### config.mk
export PLATFORM = sky130hd
export DESIGN_NAME = uop_sequencer
export DESIGN_NICKNAME = d
export VERILOG_FILES = /design/src/rtl/uop_pkg.sv /design/src/rtl/uop_decode.sv /design/src/rtl/uop_rom.sv /design/src/rtl/uop_issue_tbl.sv /design/src/rtl/uop_sequencer.sv
export SDC_FILE = /design/constraint.sdc
export NUM_CORES = 1
export LEC_CHECK = 0
export BUFFER_PORTS_ARGS = -buffer_cell sky130_fd_sc_hd__buf_2
export CORE_AREA = 2 2 86 88
export DETAILED_ROUTE_END_ITERATION = 12
export DIE_AREA = 0 0 88 90
export PLACE_DENSITY = 0.83
export SKIP_LAST_GASP = 1
export SYNTH_ARGS = -nofsm -noshare
export SYNTH_HDL_FRONTEND = slang
export SYNTH_SLANG_ARGS = --single-unit
### constraint.sdc
create_clock -name clk -period 4.1 [get_ports clk]
set_clock_uncertainty 0.2 [all_clocks]
set_input_delay 0.82 -clock clk [delete_from_list [all_inputs] [get_ports clk]]
set_output_delay 0.82 -clock clk [all_outputs]
set_load 0.03 [all_outputs]
### src/rtl/uop_pkg.sv
package uop_pkg;
  parameter int SLOTS  = 4;
  parameter int OPW    = 6;
  parameter int REGW   = 4;
  parameter int IMMW   = 32;
  parameter int CLSW   = 3;
  parameter int ROM_AW = 3;
  parameter int ISSW   = 2;

  typedef struct packed {
    logic            v;
    logic [OPW-1:0]  op;
    logic [REGW-1:0] rd;
    logic [REGW-1:0] rs1;
    logic [REGW-1:0] rs2;
    logic            use_imm;
  } slot_t;

  localparam int SLOTW = $bits(slot_t);

  typedef slot_t [SLOTS-1:0] grp_t;

  typedef struct packed {
    grp_t              grp;
    logic              last;
    logic [ROM_AW-1:0] nxt;
  } rom_ent_t;

  typedef enum logic [1:0] {ST_IDLE, ST_SPLIT, ST_ROM} seq_state_t;

  localparam logic [OPW-1:0] OP_ADD  = 6'd1;
  localparam logic [OPW-1:0] OP_ADDI = 6'd2;
  localparam logic [OPW-1:0] OP_MOVI = 6'd3;
  localparam logic [OPW-1:0] OP_INC  = 6'd4;
  localparam logic [OPW-1:0] OP_LDOP = 6'd8;
  localparam logic [OPW-1:0] OP_LD   = 6'd9;
  localparam logic [OPW-1:0] OP_RMW  = 6'd12;
  localparam logic [OPW-1:0] OP_ST   = 6'd13;
  localparam logic [OPW-1:0] OP_BRNZ = 6'd20;

  function automatic slot_t mk_slot(logic [OPW-1:0] op, logic [REGW-1:0] rd,
                                    logic [REGW-1:0] rs1, logic [REGW-1:0] rs2,
                                    logic u);
    slot_t s;
    s.v = 1'b1; s.op = op; s.rd = rd; s.rs1 = rs1; s.rs2 = rs2; s.use_imm = u;
    return s;
  endfunction

  // Static issue-count table: memory forms are multi-issue.
  function automatic logic [ISSW-1:0] issue_of(slot_t s);
    if (!s.v)                                          return 2'd0;
    if (s.op == OP_RMW)                                return 2'd3;
    if (s.op == OP_LDOP || s.op == OP_LD || s.op == OP_ST) return 2'd2;
    return 2'd1;
  endfunction
endpackage

### src/rtl/uop_decode.sv
module uop_decode
  import uop_pkg::*;
(
  input  logic [CLSW-1:0]   cls,
  input  logic [REGW-1:0]   rd,
  input  logic [REGW-1:0]   rs1,
  input  logic [REGW-1:0]   rs2,
  output grp_t              first_grp,
  output grp_t              split_grp,
  output logic              need_split,
  output logic              rom_go,
  output logic [ROM_AW-1:0] rom_idx
);
  localparam logic [REGW-1:0] R_TMP = '1;
  localparam logic [REGW-1:0] R_BUF = 4'd14;
  localparam logic [REGW-1:0] R_CNT = 4'd5;

  always_comb begin
    first_grp  = '0;
    split_grp  = '0;
    need_split = 1'b0;
    rom_go     = 1'b0;
    rom_idx    = '0;
    case (cls)
      3'd0: first_grp[0] = mk_slot(OP_ADD,  rd, rs1, rs2, 1'b0);
      3'd1: first_grp[0] = mk_slot(OP_ADDI, rd, rs1, '0,  1'b1);
      3'd2: first_grp[0] = mk_slot(OP_LDOP, rd, rs1, rs2, 1'b1);
      3'd3: first_grp[0] = mk_slot(OP_RMW,  '0, rs1, rs2, 1'b1);
      3'd4: begin
        // two literals: one group each
        first_grp[0] = mk_slot(OP_MOVI, R_TMP, '0, '0, 1'b1);
        split_grp[0] = mk_slot(OP_ST, '0, '0, R_TMP, 1'b1);
        need_split   = 1'b1;
      end
      3'd5: begin
        first_grp[0] = mk_slot(OP_LD, R_BUF, rs1, '0, 1'b1);
        rom_go = 1'b1; rom_idx = 3'd0;
      end
      3'd6: begin
        first_grp[0] = mk_slot(OP_MOVI, R_CNT, '0, '0, 1'b1);
        rom_go = 1'b1; rom_idx = 3'd3;
      end
      default: begin
        first_grp[0] = mk_slot(OP_ADD, rd, rs1, rs2, 1'b0);
        rom_go = 1'b1; rom_idx = 3'd4;
      end
    endcase
  end
endmodule

### src/rtl/uop_rom.sv
module uop_rom
  import uop_pkg::*;
(
  input  logic [ROM_AW-1:0] addr,
  output rom_ent_t          ent
);
  function automatic rom_ent_t rom_word(logic [ROM_AW-1:0] a);
    rom_ent_t e;
    e = '0;
    e.last = 1'b1;
    case (a)
      3'd0: begin
        e.grp[0] = mk_slot(OP_ST,  '0,   4'd1, 4'd14, 1'b1);
        e.grp[1] = mk_slot(OP_INC, 4'd1, 4'd1, '0,    1'b0);
        e.last = 1'b0; e.nxt = 3'd1;
      end
      3'd1: begin
        e.grp[0] = mk_slot(OP_INC, 4'd2, 4'd2, '0, 1'b0);
        e.last = 1'b0; e.nxt = 3'd2;
      end
      3'd2: e.grp[0] = mk_slot(OP_BRNZ, '0, 4'd3, '0, 1'b1);
      3'd3: begin
        e.grp[0] = mk_slot(OP_RMW, '0,   4'd5, 4'd6, 1'b1);
        e.grp[1] = mk_slot(OP_ADD, 4'd7, 4'd7, 4'd6, 1'b0);
      end
      3'd4: begin
        e.grp[0] = mk_slot(OP_LD, 4'd8, 4'd9, '0, 1'b1);
        e.last = 1'b0; e.nxt = 3'd6;
      end
      3'd6: e.grp[0] = mk_slot(OP_ST, '0, 4'd10, 4'd8, 1'b1);
      default: e.grp = '0;
    endcase
    return e;
  endfunction

  assign ent = rom_word(addr);
endmodule

### src/rtl/uop_issue_tbl.sv
module uop_issue_tbl
  import uop_pkg::*;
(
  input  grp_t                    grp,
  output logic [SLOTS*ISSW-1:0]   cnt
);
  for (genvar i = 0; i < SLOTS; i++) begin : g_slot
    assign cnt[i*ISSW +: ISSW] = issue_of(grp[i]);
  end
endmodule

### src/rtl/uop_sequencer.sv
module uop_sequencer
  import uop_pkg::*;
(
  input  logic                    clk,
  input  logic                    rst,
  input  logic                    in_valid,
  output logic                    in_ready,
  input  logic [CLSW-1:0]         in_cls,
  input  logic [REGW-1:0]         in_rd,
  input  logic [REGW-1:0]         in_rs1,
  input  logic [REGW-1:0]         in_rs2,
  input  logic [IMMW-1:0]         in_imm_a,
  input  logic [IMMW-1:0]         in_imm_b,
  output logic                    out_valid,
  input  logic                    out_ready,
  output logic [SLOTS*SLOTW-1:0]  out_slots,
  output logic [IMMW-1:0]         out_imm,
  output logic                    out_last,
  output logic [SLOTS*ISSW-1:0]   out_issue
);
  seq_state_t        state;
  logic [ROM_AW-1:0] rom_addr;
  logic [IMMW-1:0]   imm_hold;
  grp_t              split_q;

  grp_t              dec_first, dec_split, cur_grp;
  logic              dec_split_need, dec_rom_go;
  logic [ROM_AW-1:0] dec_rom_idx;
  rom_ent_t          rom_ent;

  uop_decode i_dec (
    .cls(in_cls), .rd(in_rd), .rs1(in_rs1), .rs2(in_rs2),
    .first_grp(dec_first), .split_grp(dec_split),
    .need_split(dec_split_need), .rom_go(dec_rom_go), .rom_idx(dec_rom_idx)
  );

  uop_rom i_rom (.addr(rom_addr), .ent(rom_ent));

  uop_issue_tbl i_iss (.grp(cur_grp), .cnt(out_issue));

  // named events for checks
  logic take_in, take_out, rom_start;
  logic [SLOTS-1:0] imm_use_vec;

  always_comb begin
    out_valid = 1'b0;
    in_ready  = 1'b0;
    cur_grp   = dec_first;
    out_imm   = in_imm_a;
    out_last  = 1'b1;
    case (state)
      ST_IDLE: begin
        out_valid = in_valid & ~rst;
        in_ready  = out_ready & ~rst;
        out_last  = ~(dec_split_need | dec_rom_go);
      end
      ST_SPLIT: begin
        out_valid = ~rst;
        cur_grp   = split_q;
        out_imm   = imm_hold;
      end
      default: begin
        out_valid = ~rst;
        cur_grp   = rom_ent.grp;
        out_imm   = imm_hold;
        out_last  = rom_ent.last;
      end
    endcase
  end

  assign out_slots = cur_grp;
  assign take_in   = in_valid & in_ready;
  assign take_out  = out_valid & out_ready;
  assign rom_start = take_in & dec_rom_go & ~dec_split_need;

  for (genvar i = 0; i < SLOTS; i++) begin : g_use
    assign imm_use_vec[i] = cur_grp[i].v & cur_grp[i].use_imm;
  end

  always_ff @(posedge clk) begin
    if (rst) begin
      state    <= ST_IDLE;
      rom_addr <= '0;
      imm_hold <= '0;
      split_q  <= '0;
    end else begin
      case (state)
        ST_IDLE: if (take_in) begin
          if (dec_split_need) begin
            state    <= ST_SPLIT;
            split_q  <= dec_split;
            imm_hold <= in_imm_b;
          end else if (dec_rom_go) begin
            state    <= ST_ROM;
            rom_addr <= dec_rom_idx;
            imm_hold <= in_imm_a;
          end
        end
        ST_SPLIT: if (out_ready) state <= ST_IDLE;
        default: if (out_ready) begin
          if (rom_ent.last) state <= ST_IDLE;
          else              rom_addr <= rom_ent.nxt;
        end
      endcase
    end
  end

  AST_ONE_IMM_USER: assert property (@(posedge clk) disable iff (rst)
    out_valid |-> $countones(imm_use_vec) <= 1);
  AST_BUSY_NO_TAKE: assert property (@(posedge clk) disable iff (rst)
    (state != ST_IDLE) |-> !in_ready);
  AST_STALL_HOLD: assert property (@(posedge clk) disable iff (rst)
    (state != ST_IDLE && !out_ready) |=>
      ($stable(out_slots) && $stable(out_imm) && $stable(rom_addr)));
  AST_ROM_NO_BUBBLE: assert property (@(posedge clk) disable iff (rst)
    rom_start |=> (state == ST_ROM && out_valid));
  AST_LAST_RETURNS: assert property (@(posedge clk) disable iff (rst)
    (take_out && out_last) |=> state == ST_IDLE);
  AST_RESET_IDLE: assert property (@(posedge clk)
    rst |=> (state == ST_IDLE));
endmodule

Word level (Yosys, flattened, before mapping)
Index checks and enable logic that the tools add are counted.
{ "word_totals": {"ff_bits": 57, "latchBits": 0, "ram_bits": 0, "rom_bits": 0, "input_bits": 83, "output_inout_bits": 123, "elab_cells": 142, "memories": 0} }
{ "op_classes": {"n_addsub": 0, "multipliers": 0, "n_div": 0, "order_cmp": 0, "n_eq_ne": 35, "shift": 0, "n_mux": 72, "n_bitwise": 7, "n_reduce_logical": 19} }
{ "ops": {"columns": ["cell", "n"], "rows": [
  ["20-bit case mux with 6 select lines", 1],
  ["17-bit case mux with 6 select lines", 1],
  ["32-bit two-way mux", 3],
  ["40-bit case mux with 2 select lines", 1],
  ["2-bit two-way mux", 30],
  ["6-bit by 4-bit equality test with 1-bit output, second input constant", 8],
  ["20-bit case mux with 2 select lines", 1],
  ["1-bit by 4-bit equality test with 1-bit output, both inputs constant", 8],
  ["1-bit two-way mux", 24],
  ["20-bit two-way mux", 1],
  ["3-bit equality test, second input constant", 5],
  ["3-bit two-way mux", 5],
  ["3-bit by 2-bit equality test with 1-bit output, second input constant", 4],
  ["3-bit case mux with 2 select lines", 2],
  ["4-bit case mux with 3 select lines", 1],
  ["1-bit logical OR", 8],
  ["2-bit inequality test, second input constant", 4],
  ["3-bit by 1-bit equality test with 1-bit output, second input constant", 2],
  ["3-bit logical NOT", 2],
  ["3-bit AND reduction", 2],
  ["6-bit AND reduction", 1],
  ["6-bit OR reduction", 1],
  ["5-bit AND reduction", 1],
  ["5-bit OR reduction", 1],
  ["11 further kinds", 16]
]} }

Depth between registers and ports, before layout
{ "logic_depth": {"ltp_word": 12, "ltp_mapped": 7, "mapped_depth_nobuf": 4} }

By module
From an unflattened synthesis, not the netlist that was laid out.
{ "unflattened": {"hier_cells": 1051, "hier_area_um2": 9278.9} }
{ "by_module_without_submodules": {"columns": ["module", "n_inst", "cells_each", "area_per_inst_um2", "seq_area_each_um2"], "rows": [
  ["uop_sequencer", 1, 760, 7120.6, 2342.2],
  ["uop_decode", 1, 181, 1325.0, 0.0],
  ["uop_rom", 1, 94, 693.2, 0.0],
  ["uop_issue_tbl", 1, 16, 140.1, 0.0]
]} }

Worst setup path after synthesis
No wires, ideal clock.
{ "synth_path": {"path_kind": "in2out", "startpoint": "input port in_cls[0]", "endpoint": "output port out_issue[0]", "arrival_ps": 2585, "setup_slack_ps": 495, "path_stages": 5, "path_buffers": 1, "path_cell_list": "buf_2 -> nand4bb_1 -> a32oi_1 -> nand3_1 -> a21boi_0"} }
{ "synth_via": {"elab_chain_len": 12} }
{ "synth_rtl": {"columns": ["item", "line_no", "source"], "rows": [
  ["start: declaration", "uop_sequencer.sv:8", "input logic [CLSW-1:0] in_cls,"],
  ["3-bit equality test (tied with other cells)", "uop_decode.sv:24", "case (cls)"],
  ["17-bit case mux with 6 select lines (*)", "uop_decode.sv:24", null],
  ["40-bit case mux with 2 select lines (*)", "uop_sequencer.sv:51", "case (state)"],
  ["net out_slots[15]", "uop_sequencer.sv:16", "output logic [SLOTS*SLOTW-1:0] out_slots,"],
  ["6-bit by 4-bit equality test with 1-bit output", "uop_pkg.sv:53", "if (s.op == OP_LDOP || s.op == OP_LD || s.op == OP_ST) return 2'd2;"],
  ["1-bit logical OR (2 in a row)", "uop_pkg.sv:53", null],
  ["1-bit two-way mux (2 in a row)", "uop_pkg.sv:53", null],
  ["1-bit two-way mux", "uop_pkg.sv:52", "if (s.op == OP_RMW) return 2'd3;"],
  ["2-bit two-way mux", "uop_pkg.sv:54", "return 2'd1;"],
  ["2-bit two-way mux (*)", "uop_pkg.sv:53", null],
  ["2-bit two-way mux (*)", "uop_pkg.sv:52", null],
  ["end: declaration", "uop_sequencer.sv:19", "output logic [SLOTS*ISSW-1:0] out_issue"]
]} }
Mark *: on every way through the listed nets, which the timed path passes. The rest lies on a longest branch. The select of a mux whose other input is x is not followed.

Worst setup path after layout
{ "layout_path": {"startpoint": "input port in_cls[1]", "endpoint": "output port out_slots[4]"} }
{ "layout_via": {"elab_chain_len": 3} }
{ "layout_rtl": {"columns": ["item", "line_no"], "rows": [
  ["3-bit equality test (tied with other cells)", "uop_decode.sv:24"],
  ["17-bit case mux with 6 select lines (*)", "uop_decode.sv:24"],
  ["40-bit case mux with 2 select lines (*)", "uop_sequencer.sv:51"],
  ["end: declaration", "uop_sequencer.sv:16"]
]} }
Mark *: on every way between the ends. The rest lies on a longest branch, timed or not.

==> impl_metrics.tcl <==
set metrics [dict create \
    grt-ovfl-total 0 \
    grt_pass1_wl_um 12500 \
    yosysTopAreaCell "dfxtp_1" \
    setup-tns-final_ps 0 \
    place_ws_ps 934 \
    p_leak_nw 1.84 \
    synth-compound-area-share_pct 17.2 \
    seqPwrFrac_pct 36.3 \
    crit_path_max_fanout 13 \
    startpoint_type "primary input" \
    grt_antenna_before_repair 0 \
    synth_area_per_cell_um2 7.19 \
    syn_inst 439 \
    rsz0062_at_grt "no" \
    criticalPathCategory "in2out" \
    hold_violations 0 \
    outcome "complete, no violations" \
    arrival_ps 2160 \
    p_comb_share_pct 41.1 \
    totalWireLength_um 7640 \
    start_util_pct 44.9 \
    via_count 3166 \
    yosysTopAreaCellShare_pct 24.1 \
    period_share_pct 77.6 \
    antenna-diode-count 0 \
    final_layout_size_suffix_gt1_share_pct 29.7 \
    cts_hold_buf 0 \
    layout.nets 639 \
    setup_slack_ps 917 \
    yosysMostFrequentCell "nand2_1" \
    setup_viol 0 \
    clk_latency_ps 280 \
    first_pass_iters 4 \
    ios 206 \
    cts_tree "yes" \
    h-tree-depth 2 \
    ys_seq_area_share_pct 24.1 \
    cts_inserted_buffers 5 \
    place_congestion 0.936 \
    path_clk_slew_ps 60 \
    cap_violations 0 \
    fin_crit_ps 3180 \
    portBuffers 150 \
    route.detailed.drc 0 \
    synth_area_um2 3150 \
    slew_viol_final 0 \
    grt.total_usage_pct 18.9 \
    post_cts_resized 0 \
    core_um2 7020 \
    area_growth_pct 16.8 \
    yosys.area_share.simple_pct 25.6 \
    clock_sinks 38 \
    drt_iter0_markers 77 \
    cts_root_buffer "clkbuf_8" \
    std_cell_rows 31 \
    cts_setup_buffers 0 \
    vias_per_cell 4.84 \
    die_h_um 90 \
    p_switching_mw 0.448 \
    synth_xor_area_share_pct 1.11 \
    die_x_um 88 \
    synth-edff-count 0 \
    synthMuxAreaShare_pct 10.8 \
    ant_nets 0 \
    synthAdderAreaFrac_pct 0 \
    ys_ff_latch 38 \
    irDropWorstVdd_v 0.000134 \
    max_slew.worst_pin.slew_ps 1080 \
    clock_path_buffers 2 \
    timing.hold.ws_ps 300 \
    synthTopCellsByArea "dfxtp_1, buf_4, nand2_1, mux2i_1, a211oi_1" \
    synthFlopType "dfxtp_1" \
    synth_top_family_by_area "simple AND/OR/NAND/NOR gates" \
    wire_per_inst_um 11.7 \
    place_hpwl_um 5830 \
    swShare_pct 41.0 \
    achievable-frequency_ghz 0.314 \
    cellInternalPower_mw 0.644 \
    yosysWarnings 0 \
    cp_data_required_time_ps 3080 \
    powerDensity_nw_per_um2 296 \
    clkPwrFrac_pct 22.6 \
    fillCellCount 707 \
    hold_path_class "reg2reg" \
    relSlewSlack_pct 28.1 \
    die_area_um2 7920 \
    async_reset_ff_share_pct 0 \
    synthTopCellsByCount "nand2_1, buf_4, nor2_1" \
    grt_max_degree 66 \
    grt_pass1_vias 2944 \
    synth_cell_types 46 \
    end_kind "primary output" \
]
critical path, stage by stage:
cell and delay, ps:
buf_2 220, nor2_1 120, o311ai_0 450, nand2_1 140, a22o_1 250, buf_2 170
routing by layer:
| layer | part of all wire, % | track usage (%) |
|---|---|---|
| met1 | 40 | 20.2 |
| met2 | 52 | 36.3 |
| met3 | 6.4 | 3.67 |
| met4 | 1.7 | 5.38 |
| met5 | 0 | 0 |
final timing paths:
check	to	startpoint	depth (start not counted)	slack [ps]
worst max-delay path	out_slots[4]	in_cls[1]	6	920
worst max register to register	imm_hold[8]$_SDFFE_PP0P_	state[1]$_SDFFE_PP0P_	5	1420
worst min-delay path	imm_hold[15]$_SDFFE_PP0P_	imm_hold[15]$_SDFFE_PP0P_	2	300
worst min register to register	imm_hold[15]$_SDFFE_PP0P_	imm_hold[15]$_SDFFE_PP0P_	2	300
placed cells by master, fill, tap and decap left out, drive strengths merged, types with 2 or more instances in the layout:
cell type  netlist  routed
o311a            3       3
o22ai            4       4
nor3             2       2
nand3            4       4
a21boi           2       2
dfxtp           38      38
nor2b            5       5
nand2b           9       9
o21ai            7       7
o21bai           2       2
a21o             3       3
inv              2       2
and2             3       3
a32o             2       2
conb             1      55
a211oi          33      33
a21oi            9       9
nor2            49      49
a22o             2       2
and3             2       2
clkbuf          12       6
mux2i           34      34
buf             84     152
nand2          106     106
xnor2            4       4
cell type report:
cell class                      count  area (µm²)  share of cell area (%)
Multi-Input combinational cell    356        1940                    52.7
Timing Repair Buffer              152         766                    20.8
Sequential cell                    38         761                    20.6
Tap cell                           99         124                    3.36
Clock buffer                        6        82.6                    2.24
Inverter                            3        11.3                   0.306
stage by stage:
step / util, % / cells / power, mW / area [µm²]
final: 52.5 / 654 / 1.09 / 3680
after global routing: 52.5 / 654 / 1.16 / 3680
after CTS: 52.5 / 654 / 1.10 / 3680
after detailed placement: 51.3 / 648 / 0.852 / 3600
after global placement: 51.3 / 648 / 0.844 / 3600
after floorplan: - / 493 / 0.778 / 3360
registers in the layout (all words and copies together), names as in the netlist:
name      count
state         2
split_q       1
imm_hold     32
rom_addr      3
logic make-up (layout without fill, tap and decap cells):
kind of cell	Yosys count	in the layout
buffers and inverters	99	161
other	1	55
multiplexers	34	34
flip-flops	38	38
XOR/XNOR	4	4
AO/OA/AOI/OAI	74	74
AND/OR/NAND/NOR	189	189
power groups by stage:
stage | combinational (mW) | sequential, mW | clock [mW]
6_report | 0.448 | 0.396 | 0.247
5_1_grt | 0.486 | 0.398 | 0.274
4_1_cts | 0.450 | 0.395 | 0.258
3_5_place_dp | 0.449 | 0.404 | 0
3_3_place_gp | 0.441 | 0.403 | 0
2_1_floorplan | 0.381 | 0.397 | 0
No activity file was read; power rests on OpenSTA's default activity.
